File: src/rtl/addr_dec_pkg.sv
package addr_dec_pkg;
  localparam int DATA_BYTES = 4;

  localparam logic [3:0] CMD_IO_RD  = 4'b0010;
  localparam logic [3:0] CMD_IO_WR  = 4'b0011;
  localparam logic [3:0] CMD_MEM_RD = 4'b0110;
  localparam logic [3:0] CMD_MEM_WR = 4'b0111;

  typedef struct packed {
    logic [DATA_BYTES-1:0] memByteWr;
    logic [DATA_BYTES-1:0] ioByteWr;
    logic                  rdSelMem;
    logic                  rdSelIo;
    logic                  memCycle;
    logic                  ioCycle;
  } decStrobes_t;
endpackage

File: src/rtl/addr_dec_ctrl.sv
module addr_dec_ctrl
  import addr_dec_pkg::*;
#(
  parameter int CFG_AW = 8,
  parameter logic [CFG_AW-1:0] MEM_OFS = 8'h74,
  parameter logic [CFG_AW-1:0] IO_OFS  = 8'h78
) (
  input  logic                  clk,
  input  logic                  rstN,
  input  logic [CFG_AW-1:0]     cfgAddr,
  input  logic                  cfgWrEn,
  input  logic [DATA_BYTES-1:0] cfgByteEn,
  input  logic                  busValid,
  input  logic [3:0]            busCmd,
  output decStrobes_t           strb
);
  localparam logic [CFG_AW-1:0] DWORD_MASK = ~CFG_AW'(3);

  logic hitMem, hitIo, isMemCmd, isIoCmd;

  always_comb begin
    hitMem   = (cfgAddr & DWORD_MASK) == MEM_OFS;
    hitIo    = (cfgAddr & DWORD_MASK) == IO_OFS;
    isMemCmd = (busCmd == CMD_MEM_RD) || (busCmd == CMD_MEM_WR);
    isIoCmd  = (busCmd == CMD_IO_RD) || (busCmd == CMD_IO_WR);
    strb.memByteWr = (cfgWrEn && hitMem) ? cfgByteEn : '0;
    strb.ioByteWr  = (cfgWrEn && hitIo) ? cfgByteEn : '0;
    strb.rdSelMem  = hitMem;
    strb.rdSelIo   = hitIo;
    strb.memCycle  = busValid && isMemCmd;
    strb.ioCycle   = busValid && isIoCmd;
  end

  AST_ONE_REG_WRITTEN: assert property (@(posedge clk) disable iff (!rstN)
    !((|strb.memByteWr) && (|strb.ioByteWr))) else $error("two registers written");
  AST_ONE_CYCLE_KIND: assert property (@(posedge clk) disable iff (!rstN)
    !(strb.memCycle && strb.ioCycle)) else $error("cycle decoded as both kinds");
endmodule

File: src/rtl/addr_dec_path.sv
module addr_dec_path
  import addr_dec_pkg::*;
#(
  parameter int ADDR_W     = 32,
  parameter int MEM_LSB    = 15,
  parameter int MEM_MASK_W = 7,
  parameter int IO_W       = 16,
  parameter int IO_MASK_W  = 4
) (
  input  logic              clk,
  input  logic              rstN,
  input  decStrobes_t       strb,
  input  logic [ADDR_W-1:0] cfgWrData,
  input  logic [ADDR_W-1:0] busAddr,
  input  logic              fwdEnable,
  input  logic              trapEnable,
  output logic [ADDR_W-1:0] cfgRdData,
  output logic              claim,
  output logic              claimIsIo,
  output logic              claimTrap
);
  localparam int MEM_BASE_W = ADDR_W - MEM_LSB;
  localparam int MEM_EN_BIT = MEM_MASK_W;
  localparam int IO_EN_BIT  = IO_W + IO_MASK_W;
  localparam int RSVD_MEM_W = MEM_LSB - MEM_MASK_W - 1;
  localparam logic [ADDR_W-1:0] MEM_WMASK =
    {{MEM_BASE_W{1'b1}}, {RSVD_MEM_W{1'b0}}, 1'b1, {MEM_MASK_W{1'b1}}};
  localparam logic [ADDR_W-1:0] IO_WMASK =
    {{(ADDR_W-IO_EN_BIT-1){1'b0}}, {(IO_EN_BIT+1){1'b1}}};

  logic [ADDR_W-1:0]     memReg, ioReg;
  logic [MEM_BASE_W-1:0] memIgnore;
  logic [IO_W-1:0]       ioIgnore;
  logic memHit, ioHit, memClaimNext, ioClaimNext;

  // Mask fields widened to full compare width; zeros outside the maskable window
  always_comb begin
    memIgnore = {{(MEM_BASE_W-MEM_MASK_W){1'b0}}, memReg[MEM_MASK_W-1:0]};
    ioIgnore  = {{(IO_W-IO_MASK_W){1'b0}}, ioReg[IO_EN_BIT-1:IO_W]};
    memHit = ((busAddr[ADDR_W-1:MEM_LSB] ^ memReg[ADDR_W-1:MEM_LSB]) & ~memIgnore) == '0;
    ioHit  = (busAddr[ADDR_W-1:IO_W] == '0) &&
             (((busAddr[IO_W-1:0] ^ ioReg[IO_W-1:0]) & ~ioIgnore) == '0);
    memClaimNext = strb.memCycle && memReg[MEM_EN_BIT] && memHit && (fwdEnable || trapEnable);
    ioClaimNext  = strb.ioCycle && ioReg[IO_EN_BIT] && ioHit;
    cfgRdData = strb.rdSelMem ? memReg : (strb.rdSelIo ? ioReg : '0);
  end

  always_ff @(posedge clk or negedge rstN) begin
    if (!rstN) begin
      memReg    <= '0;
      ioReg     <= '0;
      claim     <= 1'b0;
      claimIsIo <= 1'b0;
      claimTrap <= 1'b0;
    end else begin
      for (int b = 0; b < DATA_BYTES; b++) begin
        if (strb.memByteWr[b]) memReg[8*b +: 8] <= cfgWrData[8*b +: 8] & MEM_WMASK[8*b +: 8];
        if (strb.ioByteWr[b])  ioReg[8*b +: 8]  <= cfgWrData[8*b +: 8] & IO_WMASK[8*b +: 8];
      end
      claim     <= memClaimNext || ioClaimNext;
      claimIsIo <= ioClaimNext;
      claimTrap <= memClaimNext && !fwdEnable;
    end
  end

  AST_CLAIM_AFTER_CYCLE: assert property (@(posedge clk) disable iff (!rstN)
    claim |-> $past(strb.memCycle || strb.ioCycle)) else $error("claim without cycle");
  AST_TRAP_IS_MEM: assert property (@(posedge clk) disable iff (!rstN)
    claimTrap |-> (claim && !claimIsIo)) else $error("trap on non-memory claim");
  AST_MEM_NEEDS_ENABLE: assert property (@(posedge clk) disable iff (!rstN)
    (claim && !claimIsIo) |-> ($past(memReg[MEM_EN_BIT]) && $past(fwdEnable || trapEnable)))
    else $error("memory claim while disabled");
  AST_IO_HIGH_ZERO: assert property (@(posedge clk) disable iff (!rstN)
    claimIsIo |-> ($past(busAddr[ADDR_W-1:IO_W]) == '0)) else $error("io claim high bits");
  AST_RSVD_READ_ZERO: assert property (@(posedge clk) disable iff (!rstN)
    strb.rdSelMem |-> (cfgRdData[MEM_LSB-1:MEM_EN_BIT+1] == '0)) else $error("reserved nonzero");
endmodule

File: src/rtl/addr_window_decoder.sv
module addr_window_decoder
  import addr_dec_pkg::*;
#(
  parameter int ADDR_W = 32,
  parameter int CFG_AW = 8
) (
  input  logic              clk,
  input  logic              rstN,
  input  logic [CFG_AW-1:0] cfgAddr,
  input  logic              cfgWrEn,
  input  logic [3:0]        cfgByteEn,
  input  logic [ADDR_W-1:0] cfgWrData,
  output logic [ADDR_W-1:0] cfgRdData,
  input  logic              busValid,
  input  logic [3:0]        busCmd,
  input  logic [ADDR_W-1:0] busAddr,
  input  logic              fwdEnable,
  input  logic              trapEnable,
  output logic              claim,
  output logic              claimIsIo,
  output logic              claimTrap
);
  decStrobes_t strb;

  addr_dec_ctrl #(.CFG_AW(CFG_AW)) i_ctrl (
    .clk(clk), .rstN(rstN), .cfgAddr(cfgAddr), .cfgWrEn(cfgWrEn),
    .cfgByteEn(cfgByteEn), .busValid(busValid), .busCmd(busCmd), .strb(strb)
  );

  addr_dec_path #(.ADDR_W(ADDR_W)) i_path (
    .clk(clk), .rstN(rstN), .strb(strb), .cfgWrData(cfgWrData), .busAddr(busAddr),
    .fwdEnable(fwdEnable), .trapEnable(trapEnable), .cfgRdData(cfgRdData),
    .claim(claim), .claimIsIo(claimIsIo), .claimTrap(claimTrap)
  );
endmodule

File: config.mk
export PLATFORM = sky130hd
export DESIGN_NAME = addr_window_decoder
export DESIGN_NICKNAME = d
export VERILOG_FILES = /design/src/rtl/addr_dec_pkg.sv /design/src/rtl/addr_dec_ctrl.sv /design/src/rtl/addr_dec_path.sv /design/src/rtl/addr_window_decoder.sv
export SDC_FILE = /design/constraint.sdc
export NUM_CORES = 1
export LEC_CHECK = 0
export BUFFER_PORTS_ARGS = -buffer_cell sky130_fd_sc_hd__clkbuf_2
export CORE_AREA = 2 2 78 80
export DETAILED_ROUTE_END_ITERATION = 12
export DIE_AREA = 0 0 80 82
export GPL_TIMING_DRIVEN = 0
export PLACE_DENSITY = 0.79
export SYNTH_ARGS = -nofsm -noshare
export SYNTH_HDL_FRONTEND = slang
export SYNTH_SLANG_ARGS = --single-unit
File: constraint.sdc
create_clock -name clk -period 1.8 [get_ports clk]
set_input_delay 0.36 -clock clk [delete_from_list [all_inputs] [get_ports clk]]
set_output_delay 0.36 -clock clk [all_outputs]
set_load 0.1 [all_outputs]
* Word-level counts from Yosys, hierarchy flattened
Cells that the tools add are included.
Operators by class: eq/ne operators 6, multiplexer cells 4, bitwise operators 6, reductions and logical operators 19
Operators with widths (number):
- 16-bit zero test | 2
- 32-bit two-way mux | 1
- 21-bit two-way mux | 1
- 17-bit AND | 1
- 17-bit zero test | 1
- 7-bit NOT with 17-bit output | 1
- 17-bit XOR | 1
- 16-bit AND | 1
- 4-bit NOT with 16-bit output | 1
- 16-bit XOR | 1
- 6-bit by 5-bit equality test with 1-bit output, second input constant | 2
- 1-bit logical AND | 11
- 4-bit by 2-bit equality test with 1-bit output, second input constant | 2
- 4-bit by 3-bit equality test with 1-bit output, second input constant | 2
- 1-bit logical OR | 4
- 4-bit two-way mux | 1
- 3-bit two-way mux | 1
- 1-bit zero test | 1
Storage, ports and cells: register bits after elaboration 49, output and inout port bits 35, logic and storage cells 45

* Depth between registers and ports, before layout
depth in word-level cells 7, gate-level depth with buffers 6, mapped depth without buffers 5

* Cells and area by module
A second synthesis with hierarchy kept.
Second synthesis, totals: cell total of the unflattened synthesis 221, area, all modules 2622.5 um^2
Modules (own cells, without submodules):
- addr_dec_path | instances 1, cells an instance 200, area each 2488.6 um^2
- addr_dec_ctrl | instances 1, cells an instance 21, area each 133.9 um^2

* Worst setup path before layout
No wires, ideal clock.
path type input to output, from in cfgAddr[7], to out cfgRdData[15], arrival 1.905 ns, slack -0.465 ns, stages 4, path buffers 1, cells stage by stage nand4b_4 -> nor3b_2 -> clkbuf_1 -> a22o_1
Between the ends: word-level cells in the longest chain between the ends 3
Ends and longest elaborated chain:
- start, declared | line addr_window_decoder.sv:9 | input logic [CFG_AW-1:0] cfgAddr,
- 6-bit by 5-bit equality test with 1-bit output | line addr_dec_ctrl.sv:23 | hitIo = (cfgAddr & DWORD_MASK) == IO_OFS;
- 21-bit two-way mux | line addr_dec_path.sv:45 | cfgRdData = strb.rdSelMem ? memReg : (strb.rdSelIo ? ioReg : '0);
- 32-bit two-way mux * | line addr_dec_path.sv:45
- end, declared | line addr_window_decoder.sv:13 | output logic [ADDR_W-1:0] cfgRdData,
Every way passes the cells marked *; elsewhere a longest branch is shown, timed or not.

* Worst setup path after layout
from in cfgAddr[7], to out cfgRdData[7]
The elaborated chain is that of the path after synthesis.

==> flow_summary.ini <==
[run_status]
status = finished with violations
violations = setup timing

[clock_tree]
root_buffer = clkbuf_8
cts_inserted_buffers = 5
cts_htree_levels = 2
clock-sinks = 49
cts_hold_buf = 0
cts_tree = yes
clk_latency_ns = 0.31
clk_path_buf_depth = 2
cts.clk_slew.worst_paths_ns = 0.09

[detailed_routing]
first_pass_iters = 4
drc = 0
vias_per_cell = 5.35
num_vias = 2247
ant_nets = 0
drt-met1-wl_um = 3210
wl_met2_um = 4500
wl_per_cell_um = 20.2
top_layer_used = met4
drt_wl_total_um = 8470
wl_met3_um = 481
first_iter_violations = 93

[critical_path]
worst-path-buf-inv = 4
worstSetupStartpointType = input pin
path_class = input pin to output port
crit_path_end_kind = output port
cpMaxStageDelayCell = nor3b_4
crit_fanout = 8
worstPathRequired_ns = 1.44
crit_family = buffers and inverters
crit_path_cell_trace = buf_6 -> nand4b_4 -> nor3b_4 -> buf_6 -> clkbuf_16 -> a22o_4 -> clkbuf_16
cp_slowest_stage_delay_ns = 0.24
arrival_ns = 1.60

[place]
port-buffer-count = 117
place_inst = 402
gp_congestion = 0.890
placed_cell_area_um2 = 3390
dp_hpwl_um = 5440

[timing]
fin_skew_ns = 0.00504
worst_slack_ns = -0.161
slew_headroom = 0.193
min_period_ns = 1.96
clock.fmax_ghz = 0.510
timing.hold.ws_ns = 0.235
finalHoldViolCount = 0
period_share = 1.09
tightest_slew_ns = 1.21
rsz0062_at_grt = true
slew_viol_final = 0
fin_tns_setup_ns = -4.37
setup_violations = 32

[global_routing]
grt_pass1_wl_um = 12300
grt_max_degree = 50
grt-ovfl-total = 0
grt_pass1_vias = 2465
grt_use_total = 0.254
antenna_found_initial = 0

[floorplan]
die_y_um = 82
start_util = 0.453
num_rows = 28
core-area_um2 = 5750
fp.dieW_um = 80
die_area_um2 = 6560
pin_count = 121

[power]
sw_frac_of_total = 0.279
internal_power_mw = 1.68
p_sw_mw = 0.649
power.clock.fraction = 0.279
power_leakage_nw = 2.18
power.share.sequential = 0.550
power_density_nw_per_um2 = 533
peakVddDrop_mv = 0.403
p_comb_frac = 0.171

[layout]
fillers = 348
diodes = 0
finish.instance_area_um2 = 4360
drive_gt1_frac = 0.661
fin_nets = 430
final_util = 0.759
finalNonFillerCells = 420
synthToLayoutAreaGrowth_pct = 67.7

[run]
maxCapViolations = 0

[logic_synthesis]
yosysTopAreaCell = dfrtp_1
synth.area.top_cells = dfrtp_1 (47%), mux2_2 (20%), xnor2_1 (8.4%), a22o_1 (4.4%), and2_1 (4.3%)
synth_nets = 296
syn_area_um2 = 2600
ys_seq_area_frac = 0.471
yosysWarningCount = 0
synth_area_per_cell_um2 = 12.4
synth_cell_types = 26
ys_ff_latch = 49
netlist.area_leader.share = 0.471
netlist_instances = 210

[worst_hold_path]
hold_path_class = input pin to flip-flop
final timing paths:
path                            slack, ns                     startpoint  cells after the start                            end
worst max register to register       0.09  i_path.memReg[21]$_DFFE_PN0P_                      5         i_path.claim$_DFF_PN0_
max in group asynchronous            0.77                           rstN                      1  i_path.memReg[31]$_DFFE_PN0P_
min in group asynchronous            0.28                           rstN                      1  i_path.memReg[20]$_DFFE_PN0P_
worst max-delay path                -0.16                     cfgAddr[7]                      7                   cfgRdData[7]
worst min-delay path                 0.24                      fwdEnable                      2     i_path.claimTrap$_DFF_PN0_
worst min register to register       0.56  i_path.memReg[27]$_DFFE_PN0P_                      1  i_path.memReg[27]$_DFFE_PN0P_
sequential cells by signal, summed over array words and instances, names as in the netlist:
| name | count |
|---|---|
| i_path.claimIsIo | 1 |
| i_path.claim | 1 |
| i_path.memReg | 25 |
| i_path.claimTrap | 1 |
| i_path.ioReg | 21 |
layout make-up:
| cell class | count | area [um^2] | area share |
|---|---|---|---|
| timing repair buffer | 127 | 1350 | 0.310 |
| clock inverter | 2 | 10.0 | 0.00229 |
| sequential | 49 | 1230 | 0.281 |
| clock buffer | 6 | 72.6 | 0.0166 |
| multi-input combinational | 150 | 1480 | 0.340 |
| buffer | 11 | 125 | 0.0287 |
| tap | 75 | 93.8 | 0.0215 |
kinds of logic after synthesis:
group	Yosys count	share of synthesized area
simple gates	51	0.130
flops	49	0.471
mux	46	0.199
xor+xnor	33	0.111
compound gates	20	0.0635
buf+inv	11	0.0245
through the flow:
step                power [mW]  worst slack, ns
floorplan                 1.47           -0.175
global route              2.43           -0.207
detailed placement        1.66           -0.634
CTS                       2.30           -0.139
global placement          1.64           -0.594
finish                    2.33           -0.161
synth_stat cells (all sizes together):
master   number
dfrtp        49
nand4         4
nand4b        1
o211ai        1
nand3         2
clkbuf        3
buf           8
nor4          6
or4           1
nor3          1
a22o         14
nand3b        1
o22ai         4
nor4b         1
or2b          1
and2         18
xnor2        25
o2111ai       1
nor2          6
nor3b         2
and3          7
xor2          8
mux2         46
metal layers:
| metal | vias to the layer above | GRT usage |
|---|---|---|
| met1 | 1101 | 0.265 |
| met4 | 0 | 0.119 |
| met2 | 93 | 0.480 |
| met3 | 23 | 0.0593 |
| li1 | 1030 | - |
| met5 | - | 0 |
what timing repair did:
action	CTS	global route
cloned	1	2
buffers inserted	5	2
endpoints found under the setup margin	32	32
pin swaps	3	15
resized for setup	112	17
power groups by stage:
| stage | sequential, mW | combinational [mW] | clock [mW] |
|---|---|---|---|
| after floorplan | 1.27 | 0.203 | 0 |
| after global placement | 1.28 | 0.355 | 0 |
| after detailed placement | 1.29 | 0.367 | 0 |
| after CTS | 1.27 | 0.384 | 0.649 |
| after global routing | 1.29 | 0.431 | 0.704 |
| final | 1.28 | 0.399 | 0.649 |
cell usage in the layout, fill, tap and decap left out, drive strengths merged:
| cell type | n |
|---|---|
| nor4b | 1 |
| nor4 | 6 |
| o2111ai | 1 |
| nand4b | 1 |
| nor2 | 6 |
| a22o | 14 |
| and2 | 18 |
| mux2 | 46 |
| o22ai | 4 |
| o211ai | 1 |
| nand3 | 2 |
| nand3b | 1 |
| dfrtp | 49 |
| nor3 | 1 |
| xor2 | 8 |
| or4 | 1 |
| or2b | 1 |
| xnor2 | 25 |
| clkbuf | 126 |
| buf | 18 |
| nor3b | 2 |
| nand4 | 4 |
| clkinv | 2 |
| and3 | 7 |
worst register-to-register path, cell delays in order (launching register included):
cell	delay, ns
dfrtp_1	0.42
xnor2_1	0.30
o22ai_1	0.17
nor4_1	0.44
nand3_1	0.15
or2b_2	0.18
Note: power is estimated with default switching activity, not from simulation.
